## src/rtl/xic_pkg.sv

```systemverilog
package xic_pkg;

    typedef enum logic [1:0] {
        REL_GT = 2'd0,
        REL_LT = 2'd1,
        REL_EQ = 2'd2,
        REL_UN = 2'd3
    } rel_e;

    typedef enum logic {
        ST_IDLE   = 1'b0,
        ST_REPORT = 1'b1
    } state_e;

    // Maps a relation to the flag code {C3, C2, C0}
    function automatic logic [2:0] rel_to_code(input rel_e rel);
        logic [2:0] code;
        unique case (rel)
            REL_GT:  code = 3'b000;
            REL_LT:  code = 3'b001;
            REL_EQ:  code = 3'b100;
            default: code = 3'b111;
        endcase
        return code;
    endfunction

endpackage

```

## src/rtl/xic_classify.sv

```systemverilog
module xic_classify #(
    parameter int EXP_W = 15,
    parameter int SIG_W = 64
) (
    input  logic [EXP_W+SIG_W:0] fp_i,
    output logic                 sign_o,
    output logic [EXP_W-1:0]     exp_o,
    output logic [SIG_W-1:0]     sig_o,
    output logic                 zero_o,
    output logic                 unord_o
);
    localparam logic [EXP_W-1:0] EXP_MAX = '1;

    logic nan;
    logic unsup;

    assign sign_o = fp_i[EXP_W+SIG_W];
    assign exp_o  = fp_i[EXP_W+SIG_W-1:SIG_W];
    assign sig_o  = fp_i[SIG_W-1:0];

    always_comb begin
        zero_o  = (exp_o == '0) && (sig_o == '0);
        nan     = (exp_o == EXP_MAX) && (sig_o[SIG_W-2:0] != '0);
        unsup   = (exp_o != '0) && !sig_o[SIG_W-1];
        unord_o = nan || unsup;
    end

endmodule

```

## src/rtl/xic_int_prep.sv

```systemverilog
module xic_int_prep #(
    parameter int INT_W    = 32,
    parameter int NARROW_W = 16
) (
    input  logic [INT_W-1:0] int_i,
    input  logic             wide_i,
    output logic             neg_o,
    output logic [INT_W-1:0] mag_o
);
    logic [INT_W-1:0] val;

    generate
        if (NARROW_W < INT_W) begin : g_sel
            always_comb begin
                if (wide_i) val = int_i;
                else        val = {{(INT_W-NARROW_W){int_i[NARROW_W-1]}},
                                  int_i[NARROW_W-1:0]};
            end
        end else begin : g_same
            always_comb val = int_i;
        end
    endgenerate

    always_comb begin
        neg_o = val[INT_W-1];
        mag_o = neg_o ? (~val + 1'b1) : val;
    end

endmodule

```

## src/rtl/xic_magcmp.sv

```systemverilog
module xic_magcmp #(
    parameter int EXP_W = 15,
    parameter int SIG_W = 64,
    parameter int INT_W = 32
) (
    input  logic [EXP_W-1:0] exp_i,
    input  logic [SIG_W-1:0] sig_i,
    input  logic [INT_W-1:0] mag_i,
    output logic             gt_o,
    output logic             lt_o
);
    localparam int BIAS = (1 << (EXP_W-1)) - 1;
    localparam int SH_W = $clog2(SIG_W);

    int               e_unb;
    logic [SH_W-1:0]  sh;
    logic [SIG_W-1:0] ipart;
    logic [SIG_W-1:0] mag_ext;
    logic             frac;
    logic             big;

    always_comb begin
        e_unb   = int'(exp_i) - BIAS;
        mag_ext = SIG_W'(mag_i);
        sh      = '0;
        ipart   = '0;
        frac    = 1'b0;
        big     = 1'b0;
        if (e_unb < 0) begin
            frac = |sig_i;
        end else if (e_unb >= INT_W) begin
            big = 1'b1;
        end else begin
            sh    = SH_W'(SIG_W - 1 - e_unb);
            ipart = sig_i >> sh;
            frac  = |(sig_i & ~({SIG_W{1'b1}} << sh));
        end
        gt_o = big || (ipart > mag_ext) || ((ipart == mag_ext) && frac);
        lt_o = !big && (ipart < mag_ext);
    end

endmodule

```

## src/rtl/xfloat_int_cmp.sv

```systemverilog
module xfloat_int_cmp
    import xic_pkg::*;
#(
    parameter int EXP_W    = 15,
    parameter int SIG_W    = 64,
    parameter int INT_W    = 32,
    parameter int NARROW_W = 16,
    parameter int PTR_W    = 3
) (
    input  logic                 clk,
    input  logic                 rst_n,
    input  logic                 valid_i,
    input  logic [EXP_W+SIG_W:0] fp_i,
    input  logic [INT_W-1:0]     int_i,
    input  logic                 wide_i,
    input  logic                 pop_req_i,
    input  logic                 top_empty_i,
    input  logic [PTR_W-1:0]     top_i,
    output logic                 out_valid_o,
    output logic                 c3_o,
    output logic                 c2_o,
    output logic                 c1_o,
    output logic                 c0_o,
    output logic                 invalid_o,
    output logic                 underflow_o,
    output logic                 pop_o,
    output logic [PTR_W-1:0]     top_o
);
    logic             f_sign;
    logic [EXP_W-1:0] f_exp;
    logic [SIG_W-1:0] f_sig;
    logic             f_zero;
    logic             f_unord;
    logic             i_neg;
    logic [INT_W-1:0] i_mag;
    logic             m_gt;
    logic             m_lt;

    xic_classify #(.EXP_W(EXP_W), .SIG_W(SIG_W)) i_classify (
        .fp_i    (fp_i),
        .sign_o  (f_sign),
        .exp_o   (f_exp),
        .sig_o   (f_sig),
        .zero_o  (f_zero),
        .unord_o (f_unord)
    );

    xic_int_prep #(.INT_W(INT_W), .NARROW_W(NARROW_W)) i_int_prep (
        .int_i  (int_i),
        .wide_i (wide_i),
        .neg_o  (i_neg),
        .mag_o  (i_mag)
    );

    xic_magcmp #(.EXP_W(EXP_W), .SIG_W(SIG_W), .INT_W(INT_W)) i_magcmp (
        .exp_i (f_exp),
        .sig_i (f_sig),
        .mag_i (i_mag),
        .gt_o  (m_gt),
        .lt_o  (m_lt)
    );

    // Signed relation
    rel_e rel;
    logic f_neg;
    logic do_pop;

    always_comb begin
        f_neg = f_sign && !f_zero;
        if (top_empty_i || f_unord)        rel = REL_UN;
        else if (f_zero && (i_mag == '0))  rel = REL_EQ;
        else if (f_neg != i_neg)           rel = f_neg ? REL_LT : REL_GT;
        else if (m_gt)                     rel = f_neg ? REL_LT : REL_GT;
        else if (m_lt)                     rel = f_neg ? REL_GT : REL_LT;
        else                               rel = REL_EQ;
        do_pop = pop_req_i && !top_empty_i;
    end

    // State register
    state_e state_q;
    state_e state_d;

    always_comb begin
        unique case (state_q)
            ST_IDLE:   state_d = valid_i ? ST_REPORT : ST_IDLE;
            ST_REPORT: state_d = valid_i ? ST_REPORT : ST_IDLE;
            default:   state_d = ST_IDLE;
        endcase
    end

    always_ff @(posedge clk or negedge rst_n) begin
        if (!rst_n) state_q <= ST_IDLE;
        else        state_q <= state_d;
    end

    // Output registers
    logic [2:0]       code_q;
    logic             inv_q;
    logic             uf_q;
    logic             pop_q;
    logic [PTR_W-1:0] top_q;

    always_ff @(posedge clk or negedge rst_n) begin
        if (!rst_n) begin
            code_q <= '0;
            inv_q  <= 1'b0;
            uf_q   <= 1'b0;
            pop_q  <= 1'b0;
            top_q  <= '0;
        end else begin
            pop_q <= valid_i && do_pop;
            if (valid_i) begin
                code_q <= rel_to_code(rel);
                inv_q  <= f_unord && !top_empty_i;
                uf_q   <= top_empty_i;
                top_q  <= do_pop ? top_i + 1'b1 : top_i;
            end
        end
    end

    assign out_valid_o = (state_q == ST_REPORT);
    assign c3_o        = code_q[2];
    assign c2_o        = code_q[1];
    assign c0_o        = code_q[0];
    assign c1_o        = 1'b0;
    assign invalid_o   = inv_q;
    assign underflow_o = uf_q;
    assign pop_o       = pop_q;
    assign top_o       = top_q;

endmodule

```

## config.mk

```make
export PLATFORM = sky130hd
export DESIGN_NAME = xfloat_int_cmp
export DESIGN_NICKNAME = d
export VERILOG_FILES = /design/src/rtl/xic_pkg.sv /design/src/rtl/xic_classify.sv /design/src/rtl/xic_int_prep.sv /design/src/rtl/xic_magcmp.sv /design/src/rtl/xfloat_int_cmp.sv
export SDC_FILE = /design/constraint.sdc
export NUM_CORES = 1
export LEC_CHECK = 0
export CORE_MARGIN = 5
export CORE_UTILIZATION = 50
export CTS_CLUSTER_DIAMETER = 40
export DETAILED_ROUTE_END_ITERATION = 8
export PLACE_DENSITY = 0.9
export SYNTH_ARGS = -nofsm -noshare
export SYNTH_HDL_FRONTEND = slang
export SYNTH_SLANG_ARGS = --single-unit
```

## constraint.sdc

```tcl
create_clock -name clk -period 0.8 [get_ports clk]
set_input_delay 0.24 -clock clk [delete_from_list [all_inputs] [get_ports clk]]
set_output_delay 0.24 -clock clk [all_outputs]
set_load 0.02 [all_outputs]
```

==> results.md, run 1 <==
* CTS Buffer Depth at 2
* Log Error: [ERROR GRT-0116] Global routing finished with congestion. Check the congestion regions in the DRC Viewer.
* Placed Area at 10700 um^2
* First-pass GRT wire length at 91800 um
* Final Wtd Congestion at 1.21
* H-tree Lvls at 1
* Buffers on Ports at 130
* Num ports at 132
* Die Y at between 100 and 150 um
* Most used flip-flop cell after synthesis: dfrtp_1
* Yosys cell types at 80
* Pre-CTS WS at -4180 ps
* Gate Count Post-Synth at 954
* Ys async rst share at 100%
* Core Rows at 42
* Number of synthesized flops with an enable pin at 0
* Vias in the first global route at roughly 15000
* Ys Warns at 0
* Flop and latch count out of synthesis at 10
* Die width at 127 um
* Synth Area per Inst at slightly above 7 um^2
* Halt Stage: 5_1_grt
* Largest net degree at the start of global routing at 39
* Root buf cell: clkbuf_16
* CTS Hold Bufs at 0
* Initial Util at 51.1%
* CTS buffer count at 3
* Global Route Usage Sum at 74.9%
* Status: aborted with a tool error
* DP HPWL at 29900 um
* Post-synthesis sequential area ratio at 3.69%
* Post-Syn Nets at 1115
* GR Overflow Total at 94
* Mapped Area at 6790 um^2
* CTS Sinks at 10
routing by layer:
layer,overflow,global-route usage (%)
met3,2,62.7
met2,52,90.3
met5,0,22.6
met1,0,73.6
met4,40,75.8
logic make-up after synthesis:
family                   count (synthesis)  synth area share (%)
flip-flops                              10                  3.69
multiplexers                            93                  21.6
other                                    1                0.0552
XOR/XNOR                                39                  5.14
buffers and inverters                   94                  5.57
AO/OA/AOI/OAI                          291                  28.3
adder cells (fa/ha/maj)                 40                  7.37
AND/OR/NAND/NOR                        386                  28.3
per-stage QoR:
stage,std cells,util [%]
4_1_cts,1566,87.6
3_5_place_dp,1529,80.8
3_3_place_gp,1529,80.8
2_1_floorplan,954,-
timing repair:
| action | 4_1_cts |
|---|---|
| pin swaps | 47 |
| buffers inserted | 33 |
| resized for setup | 366 |
| gates cloned | 1 |
| setup endpoints to repair | 19 |
synth_stat cells, types with 7 or more instances:
library cell | number | area share (%)
a211oi_1 | 24 | 2.7
a21o_1 | 14 | 1.5
a21oi_1 | 75 | 5.5
a221oi_1 | 9 | 1.2
a22oi_1 | 9 | 1.0
a311oi_1 | 7 | 0.90
a31oi_1 | 16 | 1.5
and2_1 | 10 | 0.92
buf_1 | 14 | 0.77
buf_2 | 16 | 1.2
clkbuf_1 | 42 | 2.3
dfrtp_1 | 10 | 3.7
ha_1 | 40 | 7.4
inv_1 | 19 | 1.1
mux2_2 | 10 | 1.7
mux2i_1 | 41 | 6.0
mux4_2 | 42 | 14
nand2_1 | 117 | 6.5
nand2b_1 | 11 | 1.0
nand3_1 | 17 | 1.3
nand4_1 | 21 | 1.9
nor2_1 | 98 | 5.4
nor2b_1 | 19 | 1.8
nor3_1 | 30 | 2.2
nor4_1 | 16 | 1.5
o211ai_1 | 14 | 1.5
o21ai_0 | 55 | 4.1
o22ai_1 | 14 | 1.3
or2_2 | 7 | 0.65
or3_1 | 7 | 0.65
xnor2_1 | 26 | 3.4
xor2_1 | 12 | 1.5
==> run 2: changes to the inputs <==
--- a/config.mk
+++ b/config.mk
@@ -6,10 +6,9 @@
 export NUM_CORES = 1
 export LEC_CHECK = 0
 export CORE_MARGIN = 5
-export CORE_UTILIZATION = 50
-export CTS_CLUSTER_DIAMETER = 40
+export CORE_UTILIZATION = 40
 export DETAILED_ROUTE_END_ITERATION = 8
-export PLACE_DENSITY = 0.9
+export PLACE_DENSITY_LB_ADDON = 0.15
 export SYNTH_ARGS = -nofsm -noshare
 export SYNTH_HDL_FRONTEND = slang
 export SYNTH_SLANG_ARGS = --single-unit
==> constraint.sdc (replaced) <==
create_clock -name clk -period 1 [get_ports clk]
set_input_delay 0.3 -clock clk [delete_from_list [all_inputs] [get_ports clk]]
set_output_delay 0.3 -clock clk [all_outputs]
set_load 0.02 [all_outputs]
==> results.md, run 2 <==
* Status: finished with violations
* Failing checks: setup timing
* Pre-CTS WS at -3750 ps (+432 ps)
* First-pass GRT wire length at roughly 53000 um
* Flop and latch count out of synthesis at 10 (unchanged)
* Yosys cell types at 80 (unchanged)
* Layout cell share with drive strength beyond 1 at a little over two fifths
* Final period util at 400%
* Final WS setup at -3000 ps
* GR Overflow Total at 0
* Slew headroom at 50.0%
* Mapped Area at 6790 um^2 (unchanged)
* Setup violations, final at 14
* Total Power at 7.98 mW
* N_diodes at 0
* Combinational power share at 85.6%
* Worst Path Max Fanout at 8
* Fin nets at between 1500 and 2000
* Met2 usage at 54.3%
* Min cycle time layout at ~4000 ps
* Top-area cell type share of the netlist area at 13.9% (unchanged)
* Layout Utilization at a little under three quarters
* Synth Area per Inst at 7.12 um^2 (unchanged)
* DR vias at 9844
* H-tree Lvls at 1 (unchanged)
* Avg Vias per Cell at 6.12
* Commonest cells after routing, fill and taps aside: buf_4, nand2_1, nor2_1, a21oi_1, dlygate4sd2_1
* Final Instance Area at 11800 um^2
* Buffers on Ports at 130 (unchanged)
* Capturing point of the worst reg2reg path: code_q[0]
* Seq pwr share at between 5 and 6%
* Core Rows at 47 (+12%)
* Crit end category: register
* CTS tree: done
* Most used flip-flop cell after synthesis: dfrtp_1
* CTS Hold Bufs at 0 (unchanged)
* Count leader, synth: nand2_1
* Global Route Usage Sum at 33.1%
* Num ports at 132 (unchanged)
* Ys async rst share at 100% (unchanged)
* Final Wtd Congestion at 1.02 (-16%)
* Filler cells at 1371
* Pwr/cell area at 674 nW/um^2
* Root buf cell: clkbuf_16
* Final hold vios at 0
* Reg area at between 200 and 300 um^2
* RSZ-0062 raised after global routing: true
* DRT antenna net count at 0
* Die width at 140 um (+11%)
* Sw frac at 45.7%
* Ys Warns at 0 (unchanged)
* Grt met3 use at roughly 5.4%
* Max Freq at 250 MHz
* Routed WL per cell at 21.3 um
* Largest net degree at the start of global routing at 29
* Final WL at 34300 um
* Die Y at 140 um (+11%)
* Critical path arrival at a little over 4000 ps
* Initial drt markers at around 1300
* Cell-internal power at 4.33 mW
* Clock power frac at 8.6%
* Most area-hungry cell type in the Yosys netlist: mux4_2
* CTS Sinks at 10 (unchanged)
* Clk_skew at 0 ps
* Worst IR drop on VDD at 0.541 mV
* Area delta synth->final at 74.4%
* Worst hold path class: input port to async pin
* Initial antenna violation count at 0
* R2r setup slk at 180 ps
* CTS buffer count at 3 (unchanged)
* Leak pwr at 5.18 nW
* Post-synthesis sequential area ratio at 3.69% (unchanged)
* CTS Buffer Depth at 2 (unchanged)
* Gate Count Post-Synth at 954 (unchanged)
* Busiest grt layer: met2
* Placed Area at 10900 um^2 (+1.0%)
* Core region area at 16600 um^2
* Largest cells by area after synthesis: mux4_2, ha_1, nand2_1
* R2R cell count at 3
* Initial Util at 40.8% (-10 points)
* Post-synth top cells: nand2_1, nor2_1, a21oi_1, o21ai_0
* Reg2reg start: code_q[0]
* Area of the multi-input gates at approximately 6800 um^2
* Die area at 19700 um^2
* Vias in the first global route at 9628
* Post-Syn Nets at 1115 (unchanged)
* Switching Power at roughly 3.7 mW
* Clk slew on worst S/H paths at 40 ps
* DRC viols at 0
* Commonest non-fill, non-tap cell in the layout: buf_4
* Number of synthesized flops with an enable pin at 0 (unchanged)
* Max_cap viols at 0
* DP HPWL at 27800 um (-6.9%)
* Clock network latency to the later pin of the worst-skew pair at 230 ps
* Met1 Usage GRT at approximately 45%
* Startpoint types: input port
* Setup CP Type: input port to register
* Max Slew Vio Count at 0
* Initial DRT Pass Iterations at 6
* Worst-margin pin slew at 748 ps
* WP data required at 1110 ps
run 2: stage by stage:
| stage | hold WS, ps | instances | setup TNS [ps] |
|---|---|---|---|
| floorplan | 4.41 | 954 | -7890 |
| global placement | 489 | 1580 | -15420 |
| detailed placement | 491 | 1580 | -15510 |
| CTS | 357 | 1604 | -8770 |
| global route | 382 | 1609 | -9880 |
| finish | 365 | 1609 | -9250 |
run 2: logic make-up after synthesis:
kind of cell	after synthesis	synth area share, %
AOI/OAI and AO/OA	291	28.3
xor gates and xnor gates	39	5.14
adders and majority gates	40	7.37
buffers and inverters	94	5.57
DFF	10	3.69
muxes	93	21.6
other	1	0.0552
and+or+nand+nor	386	28.3
run 2: worst max-delay path by stage:
stage | startpoint | to | slack, ps | cells past startpoint
final | fp_i[66] | code_q[0] | -3000 | 19
after detailed placement | fp_i[65] | code_q[0] | -3750 | 21
after global routing | fp_i[66] | code_q[0] | -3120 | 18
after global placement | fp_i[65] | code_q[2] | -3710 | 20
after CTS | fp_i[72] | code_q[0] | -2880 | 20
after floorplan | fp_i[64] | code_q[0] | -3140 | 24
run 2: area by class of cell:
type | instances | area share, %
Clock buffer | 3 | 0.634
Inverter | 20 | 0.729
Multi-Input combinational cell | 850 | 57.2
Sequential cell | 10 | 2.11
Tap cell | 220 | 2.32
Timing Repair Buffer | 506 | 37.0
run 2: critical path, cell delays in order:
cell and delay, ps:
dlygate4sd2_1 320, buf_4 170, and3_4 180, and4_4 190, nor3_2 160, a31oi_1 60
or4_4 550, bufbuf_16 310, buf_4 160, nor2_1 190, ha_1 280, a21o_1 160
a21oi_1 150, o21ai_1 70, a21o_1 160, nand2_2 80, o2111ai_4 150, nor2b_1 170
o311a_1 290
run 2: routing by layer:
layer / vias to the layer above / share of wire [%] / wire length (um)
li1: 4547 / - / -
met1: 4624 / 41 / 14100
met2: 595 / 46 / 15800
met3: 78 / 9.9 / 3390
met4: 0 / 2.9 / 996
met5: - / 0 / 0
run 2: what timing repair did:
item                                    4_1_cts  5_1_grt
cloned                                        5        0
setup buffers                                16        6
gates resized for setup                     255       65
pin swaps                                    49       29
endpoints found under the setup margin       19       16
run 2: power by group through the flow:
stage	registers (mW)	logic [mW]	clock network [mW]
6_report	0.467	6.83	0.686
3_3_place_gp	0.461	6.02	0
5_1_grt	0.470	7.23	0.736
2_1_floorplan	0.506	2.91	0
4_1_cts	0.466	6.44	0.692
3_5_place_dp	0.464	6.05	0
Power figures use the tool's default switching activity.
==> run 3: changes to the inputs <==
--- a/config.mk
+++ b/config.mk
@@ -6,7 +6,7 @@
 export NUM_CORES = 1
 export LEC_CHECK = 0
 export CORE_MARGIN = 5
-export CORE_UTILIZATION = 40
+export CORE_UTILIZATION = 45
 export DETAILED_ROUTE_END_ITERATION = 8
 export PLACE_DENSITY_LB_ADDON = 0.15
 export SYNTH_ARGS = -nofsm -noshare
==> results.md, run 3 (synthesis results as in run 2) <==
* Critical path arrival at 4190 ps (+80 ps)
* Max_cap viols at 0 (unchanged)
* Layout cell share with drive strength beyond 1 at 40.3% (-1.5 points)
* CTS buffer count at 3 (unchanged)
* Worst hold path class: input port to async pin
* Final period util at 408% (+7.5 points)
* Buffers on Ports at 130 (unchanged)
* DP HPWL at 27000 um (-3.2%)
* Max Freq at 245 MHz (-1.9%)
* Slew headroom at 49.8% (-0.20 points)
* Clk_skew at 0 ps (unchanged)
* Initial DRT Pass Iterations at 8 (+2)
* CTS Hold Bufs at 0 (unchanged)
* Area delta synth->final at 72.1%
* Core region area at 14600 um^2 (-12%)
* Area of the multi-input gates at 6690 um^2 (-1.3%)
* Leak pwr at 5.17 nW (-0.25%)
* Core Rows at 44 (-6.4%)
* Worst IR drop on VDD at 1.30 mV (+140%)
* Final Wtd Congestion at 1.04 (+2.1%)
* DRT antenna net count at 0 (unchanged)
* Commonest cells after routing, fill and taps aside: buf_4, nand2_1, nor2_1, a21oi_1, dlygate4sd2_1
* Status: finished with violations
* CTS Sinks at 10 (unchanged)
* GR Overflow Total at 0 (unchanged)
* Avg Vias per Cell at 6.60 (+7.8%)
* Setup violations, final at 14 (unchanged)
* CTS tree: done
* Layout Utilization at 79.8% (+8.6 points)
* Hold Slack at 356 ps (-8.81 ps)
* Crit end category: register
* Setup TNS at -9050 ps (+200 ps)
* Final WS setup at -3080 ps (-75.4 ps)
* Initial antenna violation count at 0 (unchanged)
* DR vias at 10300 (+4.8%)
* Die Y at 133 um (-5.3%)
* Filler cells at 996 (-27%)
* WP data required at 1110 ps (about the same)
* Failing checks: setup timing
* Fin nets at 1541 (-0.71%)
* Initial drt markers at 1516 (+15%)
* Max Slew Vio Count at 0 (unchanged)
* CTS Buffer Depth at 2 (unchanged)
* RSZ-0062 raised after global routing: true
* Setup CP Type: input port to register
* N_diodes at 0 (unchanged)
* Final hold vios at 0 (unchanged)
* DRC viols at 0 (unchanged)
* Routed WL per cell at 22.6 um (+5.9%)
* Final WL at 35200 um (+2.9%)
* Startpoint types: input port
* Root buf cell: clkbuf_16
* Num ports at 132 (unchanged)
* Pre-CTS WS at -3900 ps (-152 ps)
* Clock network latency to the later pin of the worst-skew pair at 240 ps (about the same)
* Worst Path Max Fanout at 6 (-2)
* Pwr/cell area at 692 nW/um^2 (+2.7%)
* Worst-margin pin slew at 751 ps (+2.99 ps)
* First-pass GRT wire length at 54000 um (+2.5%)
* Global Route Usage Sum at 37.8% (+4.7 points)
* Commonest non-fill, non-tap cell in the layout: buf_4
* Vias in the first global route at 9826 (+2.1%)
* Reg area at 250 um^2 (unchanged)
* H-tree Lvls at 1 (unchanged)
* Min cycle time layout at 4080 ps (+75.4 ps)
* Die area at 17600 um^2 (-10%)
* Die width at 133 um (-5.3%)
* Largest net degree at the start of global routing at 30 (+3.4%)
* Clk slew on worst S/H paths at 40 ps (about the same)
* Initial Util at 46.4% (+5.6 points)
-- run 3: cell types whose count changed in the layout (fill, tap and decap cells not counted), sizes merged --
cell,previous run,this run
clkdlybuf4s15,7,15
clkdlybuf4s50,52,48
clkbuf,4,7
dlygate4sd2,57,50
bufbuf,1,3
buf,388,376
-- run 3: layout make-up --
| class | count | area share [%] |
|---|---|---|
| Sequential cell | 10 | 2.14 |
| Multi-Input combinational cell | 850 | 57.3 |
| Tap cell | 184 | 1.97 |
| Inverter | 20 | 0.739 |
| Clock buffer | 4 | 0.760 |
| Timing Repair Buffer | 495 | 37.1 |
-- run 3: worst paths after layout --
check                           cells past startpoint          end  slack [ps]         from
worst min-delay path                                2     top_o[2]         360        rst_n
min in group clk                                    3        pop_o         470  top_empty_i
worst max-delay path                               24    code_q[0]       -3080     fp_i[64]
worst min register to register                      1  underflow_o         560  underflow_o
max in group asynchronous                           2     top_o[0]         500        rst_n
worst max register to register                      3    code_q[0]         130    code_q[0]
-- run 3: power breakdown --
part | leakage [nW] | total [mW] | switching (mW) | internal, mW
clock network | 0.0442 | 0.797 | 0.195 | 0.602
registers | 0.113 | 0.468 | 0.0269 | 0.441
logic | 5.01 | 6.83 | 3.47 | 3.35
total | 5.17 | 8.09 | 3.69 | 4.40
-- run 3: stage by stage --
| stage | power, mW | cells | cell area (um^2) |
|---|---|---|---|
| 6_report | 8.09 | 1563 | 11700 |
| 5_1_grt | 8.46 | 1563 | 11700 |
| 4_1_cts | 7.65 | 1558 | 11500 |
| 3_5_place_dp | 6.52 | 1534 | 10800 |
| 3_3_place_gp | 6.44 | 1534 | 10800 |
| 2_1_floorplan | 3.41 | 954 | 6910 |
-- run 3: layer usage --
layer	track usage, %	vias up	wire (um)
met5	0	-	0
met1	49.5	4759	13200
met4	11.5	0	1640
met2	61.3	874	15900
li1	-	4513	-
met3	9.76	166	4550
-- run 3: timing repair --
action                                 in CTS  in global routing
cloned                                      4                  0
setup endpoints to repair                  19                 16
pin swaps                                  39                 10
resized for setup                         278                 33
endpoints found under the hold margin       0                  0
setup buffers                              17                  5
-- run 3: critical path: stages --
cell and delay [ps]:
buf_12 100, inv_8 30, ha_4 340, buf_8 150, mux2i_2 280, buf_4 160, a21oi_1 80, mux2i_1 190
buf_4 160, nand2_1 50, o211ai_1 80, o21ai_0 190, a22oi_1 280, nor2_1 90, ha_1 200, a21o_1 150
a21o_1 180, a21oi_2 160, o21ai_1 90, a21o_1 160, nand2_1 100, o2111ai_4 130, nor2b_1 170, o311a_1 340
